[src/rtl/sar_pkg.sv]
package sar_pkg;

  // Legal range of the converter width.
  localparam int SAR_MIN_W = 3;
  localparam int SAR_MAX_W = 16;

  // Phases of one conversion.
  typedef enum logic [1:0] {
    PH_IDLE  = 2'd0,
    PH_CLEAR = 2'd1,
    PH_TEST  = 2'd2
  } sar_phase_e;

endpackage

[src/rtl/sar_seq.sv]
module sar_seq
  import sar_pkg::*;
#(
  parameter int WIDTH = 8,
  localparam int IDX_W = $clog2(WIDTH)
) (
  input  logic             clk,
  input  logic             rst,
  input  logic             start,
  output logic [IDX_W-1:0] idx,
  output logic             accept_evt,
  output logic             clear_evt,
  output logic             test_evt,
  output logic             last_evt,
  output logic             done
);

  localparam logic [IDX_W-1:0] IDX_TOP = IDX_W'(WIDTH - 1);

  sar_phase_e       phase_q;
  logic [IDX_W-1:0] idx_q;
  logic             done_q;

  // Named events taken from the phase register.
  assign accept_evt = (phase_q == PH_IDLE) && start;
  assign clear_evt  = (phase_q == PH_CLEAR);
  assign test_evt   = (phase_q == PH_TEST);
  assign last_evt   = test_evt && (idx_q == '0);

  always_ff @(posedge clk or posedge rst) begin
    if (rst) begin
      phase_q <= PH_IDLE;
      idx_q   <= '0;
      done_q  <= 1'b0;
    end else begin
      done_q <= 1'b0;
      unique case (phase_q)
        PH_IDLE: begin
          if (start) phase_q <= PH_CLEAR;
        end
        PH_CLEAR: begin
          phase_q <= PH_TEST;
          idx_q   <= IDX_TOP;
        end
        PH_TEST: begin
          if (idx_q == '0) begin
            phase_q <= PH_IDLE;
            done_q  <= 1'b1;
          end else begin
            idx_q <= idx_q - IDX_W'(1);
          end
        end
        default: phase_q <= PH_IDLE;
      endcase
    end
  end

  assign idx  = idx_q;
  assign done = done_q;

  AST_CLEAR_THEN_MSB: assert property (@(posedge clk) disable iff (rst)
    clear_evt |=> (test_evt && idx_q == IDX_TOP));
  AST_IDX_DESCENDS: assert property (@(posedge clk) disable iff (rst)
    (test_evt && !last_evt) |=> (test_evt && idx_q == $past(idx_q) - IDX_W'(1)));
  AST_BUSY_IGNORES_START: assert property (@(posedge clk) disable iff (rst)
    (test_evt && !last_evt && start) |=> test_evt);
  AST_DONE_PULSE: assert property (@(posedge clk) disable iff (rst)
    done_q |=> !done_q);
  AST_DONE_AFTER_LSB: assert property (@(posedge clk) disable iff (rst)
    done_q |-> $past(last_evt));

endmodule

[src/rtl/sar_reg.sv]
module sar_reg #(
  parameter int WIDTH = 8,
  localparam int IDX_W = $clog2(WIDTH)
) (
  input  logic             clk,
  input  logic             rst,
  input  logic             clear_evt,
  input  logic             test_evt,
  input  logic [IDX_W-1:0] idx,
  input  logic             cmp_ge,
  output logic [WIDTH-1:0] dac_code,
  output logic [WIDTH-1:0] acc_next
);

  logic [WIDTH-1:0] acc_q;

  // One-hot mask for the bit under test.
  function automatic logic [WIDTH-1:0] bit_mask(input logic [IDX_W-1:0] k);
    logic [WIDTH-1:0] m;
    m    = '0;
    m[k] = 1'b1;
    return m;
  endfunction

  // Trial code: decided bits with the tested bit forced high.
  function automatic logic [WIDTH-1:0] trial_of(input logic [WIDTH-1:0] acc,
                                                input logic [IDX_W-1:0] k);
    return acc | bit_mask(k);
  endfunction

  // Decision: keep or drop the tested bit.
  function automatic logic [WIDTH-1:0] decide(input logic [WIDTH-1:0] acc,
                                              input logic [IDX_W-1:0] k,
                                              input logic             keep);
    return keep ? (acc | bit_mask(k)) : (acc & ~bit_mask(k));
  endfunction

  assign dac_code = test_evt ? trial_of(acc_q, idx) : '0;
  assign acc_next = decide(acc_q, idx, cmp_ge);

  always_ff @(posedge clk or posedge rst) begin
    if (rst) begin
      acc_q <= '0;
    end else if (clear_evt) begin
      acc_q <= '0;
    end else if (test_evt) begin
      acc_q <= acc_next;
    end
  end

  AST_CLEARED: assert property (@(posedge clk) disable iff (rst)
    clear_evt |=> (acc_q == '0));
  AST_KEEP_GE: assert property (@(posedge clk) disable iff (rst)
    (test_evt && cmp_ge) |=> acc_q[$past(idx)]);
  AST_DROP_LT: assert property (@(posedge clk) disable iff (rst)
    (test_evt && !cmp_ge) |=> !acc_q[$past(idx)]);
  AST_ONE_TRIAL_BIT: assert property (@(posedge clk) disable iff (rst)
    test_evt |-> ($countones(dac_code ^ acc_q) == 1));

endmodule

[src/rtl/sar_result.sv]
module sar_result #(
  parameter int WIDTH = 8
) (
  input  logic             clk,
  input  logic             rst,
  input  logic             last_evt,
  input  logic [WIDTH-1:0] acc_next,
  output logic [WIDTH-1:0] result
);

  logic [WIDTH-1:0] result_q;

  always_ff @(posedge clk or posedge rst) begin
    if (rst) begin
      result_q <= '0;
    end else if (last_evt) begin
      result_q <= acc_next;
    end
  end

  assign result = result_q;

  AST_RESULT_HOLDS: assert property (@(posedge clk) disable iff (rst)
    !last_evt |=> $stable(result_q));

endmodule

[src/rtl/sar_conv_ctrl.sv]
module sar_conv_ctrl
  import sar_pkg::*;
#(
  parameter int WIDTH = 8
) (
  input  logic             clk,
  input  logic             rst,
  input  logic             start,
  input  logic             cmp_ge,
  output logic [WIDTH-1:0] dac_code,
  output logic             done,
  output logic [WIDTH-1:0] result
);

  localparam int IDX_W = $clog2(WIDTH);

  // reject widths outside the supported range.
  if (WIDTH < SAR_MIN_W || WIDTH > SAR_MAX_W) begin : g_bad_width
    $error("sar_conv_ctrl: WIDTH out of range");
  end

  logic [IDX_W-1:0] idx;
  logic             accept_evt;
  logic             clear_evt;
  logic             test_evt;
  logic             last_evt;
  logic [WIDTH-1:0] acc_next;

  sar_seq #(.WIDTH(WIDTH)) u_seq (
    .clk        (clk),
    .rst        (rst),
    .start      (start),
    .idx        (idx),
    .accept_evt (accept_evt),
    .clear_evt  (clear_evt),
    .test_evt   (test_evt),
    .last_evt   (last_evt),
    .done       (done)
  );

  sar_reg #(.WIDTH(WIDTH)) u_reg (
    .clk       (clk),
    .rst       (rst),
    .clear_evt (clear_evt),
    .test_evt  (test_evt),
    .idx       (idx),
    .cmp_ge    (cmp_ge),
    .dac_code  (dac_code),
    .acc_next  (acc_next)
  );

  sar_result #(.WIDTH(WIDTH)) u_res (
    .clk      (clk),
    .rst      (rst),
    .last_evt (last_evt),
    .acc_next (acc_next),
    .result   (result)
  );

  AST_ACCEPT_TO_CLEAR: assert property (@(posedge clk) disable iff (rst)
    accept_evt |=> clear_evt);
  AST_IDLE_DAC_ZERO: assert property (@(posedge clk) disable iff (rst)
    !test_evt |-> (dac_code == '0));
  AST_NO_DONE_IN_CLEAR: assert property (@(posedge clk) disable iff (rst)
    clear_evt |-> !done);

endmodule

[config.mk]
export PLATFORM = sky130hd
export DESIGN_NAME = sar_conv_ctrl
export DESIGN_NICKNAME = d
export VERILOG_FILES = /design/src/rtl/sar_pkg.sv /design/src/rtl/sar_seq.sv /design/src/rtl/sar_reg.sv /design/src/rtl/sar_result.sv /design/src/rtl/sar_conv_ctrl.sv
export SDC_FILE = /design/constraint.sdc
export NUM_CORES = 1
export LEC_CHECK = 0
export CAP_MARGIN = 10
export CORE_MARGIN = 4
export CORE_UTILIZATION = 46
export DETAILED_ROUTE_END_ITERATION = 10
export GPL_TIMING_DRIVEN = 0
export PLACE_DENSITY = 0.74
export SKIP_CTS_REPAIR_TIMING = 1
export SLEW_MARGIN = 10
export SYNTH_ARGS = -nofsm -noshare
export SYNTH_HDL_FRONTEND = slang
export SYNTH_SLANG_ARGS = --single-unit
[constraint.sdc]
create_clock -name clk -period 1.85 [get_ports clk]
set_clock_uncertainty 0.2 [all_clocks]
set_input_delay 0.37 -clock clk [delete_from_list [all_inputs] [get_ports clk]]
set_output_delay 0.37 -clock clk [all_outputs]
set_load 0.02 [all_outputs]
=== Yosys cells after proc, flatten, opt, wreduce, memory -nomap -nowiden ===
Cells that the tools add are included.

* Input bits: 4
* Register bits after elaboration: 22
* Word-level logic and storage cells: 36

* Multiplexer cells: 13
* Bitwise operators: 3
* Order comparisons: 2
* Add/subtract/negate cells: 1
* Reductions and logical operators: 7
* Equality and inequality tests: 5

{| class="wikitable"
|+ Operators by type and width
! cell !! number
|-
| 8-bit two-way mux || 4
|-
| 8-bit AND || 1
|-
| 8-bit NOT || 1
|-
| 8-bit bitwise OR || 1
|-
| 2-bit inequality test (second input constant) || 3
|-
| 2-bit case mux with 3 select lines || 1
|-
| 3-bit case mux with 2 select lines || 1
|-
| 3-bit by 4-bit < comparator with 1-bit output (second input constant) || 1
|-
| 2-bit two-way mux || 2
|-
| 2-bit AND reduction || 2
|-
| 1-bit demux with 3-bit select || 1
|-
| 3-bit by 1-bit greater-or-equal comparator with 1-bit output (second input constant) || 1
|-
| 3-bit logical NOT || 1
|-
| 1-bit two-way mux || 3
|-
| 3-bit two-way mux || 1
|-
| 3-bit by 1-bit subtractor with 3-bit output (second input constant) || 1
|-
| 2-bit by 1-bit == test with 1-bit output (second input constant) || 1
|-
| 2-bit == test (second input constant) || 1
|-
| 1-bit logical AND || 2
|-
| 2-bit logical NOT || 1
|-
| 2-bit nonzero test || 1
|}

=== Longest topological paths before layout ===
* Depth in word-level cells: 9
* Gate-level depth with buffers: 8

=== Cells and area by module ===
A second synthesis with hierarchy kept.

* Cells, all modules: 123
* Area, all modules: 1,392.6 sq um

{| class="wikitable"
|+ Modules (own cells, without submodules)
! module !! seq. area each (sq um) !! cells each !! area each (sq um) !! instances
|-
| sar_reg || 200.2 || 67 || 688.2 || 1
|-
| sar_seq || 150.1 || 38 || 369.1 || 1
|-
| sar_result || 200.2 || 18 || 335.3 || 1
|}

=== Worst setup path after synthesis ===
OpenSTA, ideal clock, no wires.

* Path type: register to output
* Start: reg u_seq.phase_q[0]
* End: out dac_code[7]
* Cell stages (with the launch flop): 6
* Required time: 1.280 ns
* Arrival: 1.275 ns
* Path slack: 0.005 ns
* Buffers on the path: 1
* Path through: dfrtp_1 inv_1 ha_1 inv_1 buf_2 a21oi_1

* Longest elaborated chain between the ends: 2

{| class="wikitable"
|+ Ends and longest elaborated chain
! item !! RTL line !! text
|-
| from (decl) || sar_seq.sv:20 || <nowiki>sar_phase_e phase_q;</nowiki>
|-
| from (signal assigned) || sar_seq.sv:32 || <nowiki>phase_q <= PH_IDLE;</nowiki>
|-
| from (signal assigned) || sar_seq.sv:39 || <nowiki>if (start) phase_q <= PH_CLEAR;</nowiki>
|-
| from (signal assigned) || sar_seq.sv:42 || <nowiki>phase_q <= PH_TEST;</nowiki>
|-
| 2-bit == test || sar_seq.sv:27 || <nowiki>assign test_evt = (phase_q == PH_TEST);</nowiki>
|-
| 8-bit two-way mux || sar_reg.sv:38 || <nowiki>assign dac_code = test_evt ? trial_of(acc_q, idx) : '0;</nowiki>
|-
| to (decl) || sar_conv_ctrl.sv:10 || <nowiki>output logic [WIDTH-1:0] dac_code,</nowiki>
|}

Every way passes these cells.

=== Worst setup path in the final report ===
* Start: reg u_seq.idx_q[2], in the netlist u_seq.idx[2]
* End: out dac_code[2]

* Longest elaborated chain between the ends: 6
* Elaborated cells between the ends (all ways): 7
* Those cells by class: order compare: 2; mux: 3; bitwise: 1; reduce/logical: 1

{| class="wikitable"
|+ Ends and longest elaborated chain
! item !! RTL line !! text
|-
| from (decl) || sar_seq.sv:21 || <nowiki>logic [IDX_W-1:0] idx_q;</nowiki>
|-
| from (signal assigned) || sar_seq.sv:50 || <nowiki>idx_q <= idx_q - IDX_W'(1);</nowiki>
|-
| 3-bit by 4-bit < comparator with 1-bit output (not written as such) or 3-bit by 1-bit greater-or-equal comparator with 1-bit output (tied branches) || sar_reg.sv:21 || <nowiki>m[k] = 1'b1;</nowiki>
|-
| 1-bit logical AND (not written as such) || sar_reg.sv:21 ||
|-
| 1-bit two-way mux (not written as such) || sar_reg.sv:21 ||
|-
| 1-bit demux with 3-bit select * || n/a ||
|-
| 8-bit bitwise OR * || sar_reg.sv:28 || <nowiki>return acc | bit_mask(k);</nowiki>
|-
| 8-bit two-way mux * || sar_reg.sv:38 ||
|}

Mark *: on every way between the ends. The rest lies on a longest branch, timed or not.

==> metrics.md <==
| Metric | Value |
|---|---|
| Failing checks | negative setup slack |
| Required time of the critical path | 1.28 ns |
| Post-Syn Instances | 118 |
| Cell variety after synth | 28 |
| H-tree Lvls | 1 |
| Final instance area | 1640 um2 |
| Power per Cell Area | about 1400 nW/um2 |
| Placed Cells | 168 |
| Post-DP Area | 1440 um2 |
| Overall power | 2.28 mW |
| Via count | 993 |
| FMAX | 489 MHz |
| Drt first pass iters | 4 |
| Gr usage total | 0.155 |
| GP Congestion | between 0.7 and 0.8 |
| # clock sinks | 22 |
| Fin nets | 163 |
| Routed WL | 2750 um |
| Critical path startpoint category | register |
| Synth Warn # | 0 |
| Routed len/inst | 15.1 um |
| Number of DRC violations after detailed-routing iteration 0 | 28 |
| Final hold slack | 0.320 ns |
| Worst setup margin | -0.193 ns |
| Tcrit/Tclk final | 1.10 |
| Number of synthesized flops with an enable pin | 0 |
| Max cap viols | 0 |
| Final Setup Violations | 9 |
| Area Growth Syn to Fin | 37.1% |
| Die ar. | 3480 um2 |
| Clock root cell | clkbuf_4 |
| Crit path DAT | 1.47 ns |
| I/O Buffers | 20 |
| Static Leak | 0.832 nW |
| Normalized max-slew margin | 0.425 |
| CP Capture Type | primary output |
| Clock Tree Buf Depth | 2 |
| Core area | 2480 um2 |
| Ys flop type | dfrtp_1 |
| Syn_nets | 127 |
| Final std cells w/o fill | between 150 and 200 |
| Status | complete, but fails checks |
| Synth cell count leaders | 22 x dfrtp_1, 19 x nor2_1, 9 x inv_1 |
| Setup TNS | -1.18 ns |
| CTS tree | built |
| Clock slew at reported path FFs | approximately 0.12 ns |
| Cell Area, Synth | 1200 um2 |
| Num CTS Buffers | 3 |
| Worst VDD drop | 1.19 mV |
| Row cnt | 18 |
| Largest net degree at the start of global routing | 23 |
| Starting Density | 0.483 |
| Final hold vios | 0 |
| Clk_lat worst skew | 0.31 ns |
| Sequential share of the synthesized area | 0.460 |
| Yosys top cell area share | 0.460 |
| Mean Syn Cell Area | 10.1 um2 |
| Routed vias/inst | 5.46 |
| Die height | 59.0 um |
| Top Ports | 21 |
| RSZ-0062 raised after global routing | true |
| Die extent in x | 59.0 um |
| Area contributors post-synth | dfrtp_1 46%, nor2_1 6.0%, ha_1 5.2%, a22o_1 5.1%, mux2i_1 4.2% |
| Global-route wire length before repair | approximately 4100 um |
| Synth Register Bits | 22 |
| DP HPWL | between 1500 and 2000 um |
| Grt ovf | 0 |
| Worst-path maximum fanout | 10 |
| Initial antenna violation count | 0 |
| Final Max Slew Viols | 0 |
| Share of cells above drive strength 1 | 0.342 |
| Residual DRC | 0 |
| Worst-margin pin slew | roughly 0.86 ns |
| ANT cells | 0 |
| Remaining antenna violation count after routing | 0 |
| Synth async-reset ratio | 1.00 |
| Count leader, synth | dfrtp_1 |
| Number of global-route vias before repair | roughly 930 |
| Post-route minimum period | 2.04 ns |
| Worst min path class | register to register |
| Top cell type by total area after synthesis | dfrtp_1 |
| Crit path kind | register to primary output |
per-stage QoR:
stage / setup WS [ns] / utilization
floorplan: 0.00520 / -
global placement: -0.480 / 0.579
detailed placement: -0.538 / 0.579
CTS: -0.896 / 0.588
global route: -0.294 / 0.663
finish: -0.193 / 0.663
where the power goes:
| part | internal (mW) | switching, mW |
|---|---|---|
| clock network | 0.0760 | 0.145 |
| registers | 0.620 | 0.106 |
| logic | 0.627 | 0.702 |
routing by layer:
metal  up-vias  track usage  share of wire
met3         4       0.0283          0.043
met2        29        0.256           0.48
met5         -            0              0
met4         0       0.0583          0.010
li1        479            -              -
met1       481        0.203           0.47
worst max-delay path: stages, from the launching register on:
cell     delay, ns
dfrtp_1       0.42
buf_6         0.16
nor3b_4       0.27
nor2_1        0.07
nor2_1        0.10
buf_4         0.15
layout make-up:
type / instances / area, um2
plain buffers: 7 / 76.3
clock buffers: 3 / 22.5
fillers: 199 / 836
inverters: 9 / 36.3
multi-input cells: 80 / 624
flip-flops and latches: 22 / 551
well taps: 30 / 37.5
repair buffers: 31 / 294
sequential cells by signal, summed over array words and instances (netlist names):
| signal | cells |
|---|---|
| u_reg.acc_q | 8 |
| u_res.result | 8 |
| u_seq.done | 1 |
| u_seq.idx | 3 |
| u_seq.phase_q | 2 |
worst paths after layout:
check                                                 start  slack (ns)                            to  cells past startpoint
worst min register to register  u_res.result[6]$_DFFE_PP0P_        0.32   u_res.result[6]$_DFFE_PP0P_                      1
worst min-delay path            u_res.result[6]$_DFFE_PP0P_        0.32   u_res.result[6]$_DFFE_PP0P_                      1
min in group asynchronous                               rst        0.34   u_res.result[3]$_DFFE_PP0P_                      2
worst max-delay path               u_seq.idx[2]$_DFFE_PP0P_       -0.19                   dac_code[2]                      5
max in group asynchronous                               rst        0.59  u_seq.phase_q[1]$_DFFE_PP0P_                      2
worst max register to register     u_seq.idx[0]$_DFFE_PP0P_       -0.01   u_res.result[4]$_DFFE_PP0P_                      7
placed cells by master (no fill, tap or decap), types with 5 or more instances in the layout:
| master | n |
|---|---|
| inv_1 | 5 |
| mux2i_1 | 5 |
| nor2_1 | 15 |
| buf_4 | 15 |
| buf_6 | 8 |
| a22o_1 | 7 |
| a21oi_1 | 7 |
| dlymetal6s2s_1 | 9 |
| o21ai_0 | 8 |
| dfrtp_1 | 22 |
cells by family (layout without fill, tap and decap cells):
group | after synthesis | after routing | synth area share
buf+inv | 16 | 50 | 0.0763
mux | 9 | 9 | 0.0825
simple gates | 38 | 38 | 0.180
compound gates | 28 | 28 | 0.149
fa+ha+maj | 5 | 5 | 0.0522
flops | 22 | 22 | 0.460
No activity file was read; power rests on OpenSTA's default activity.
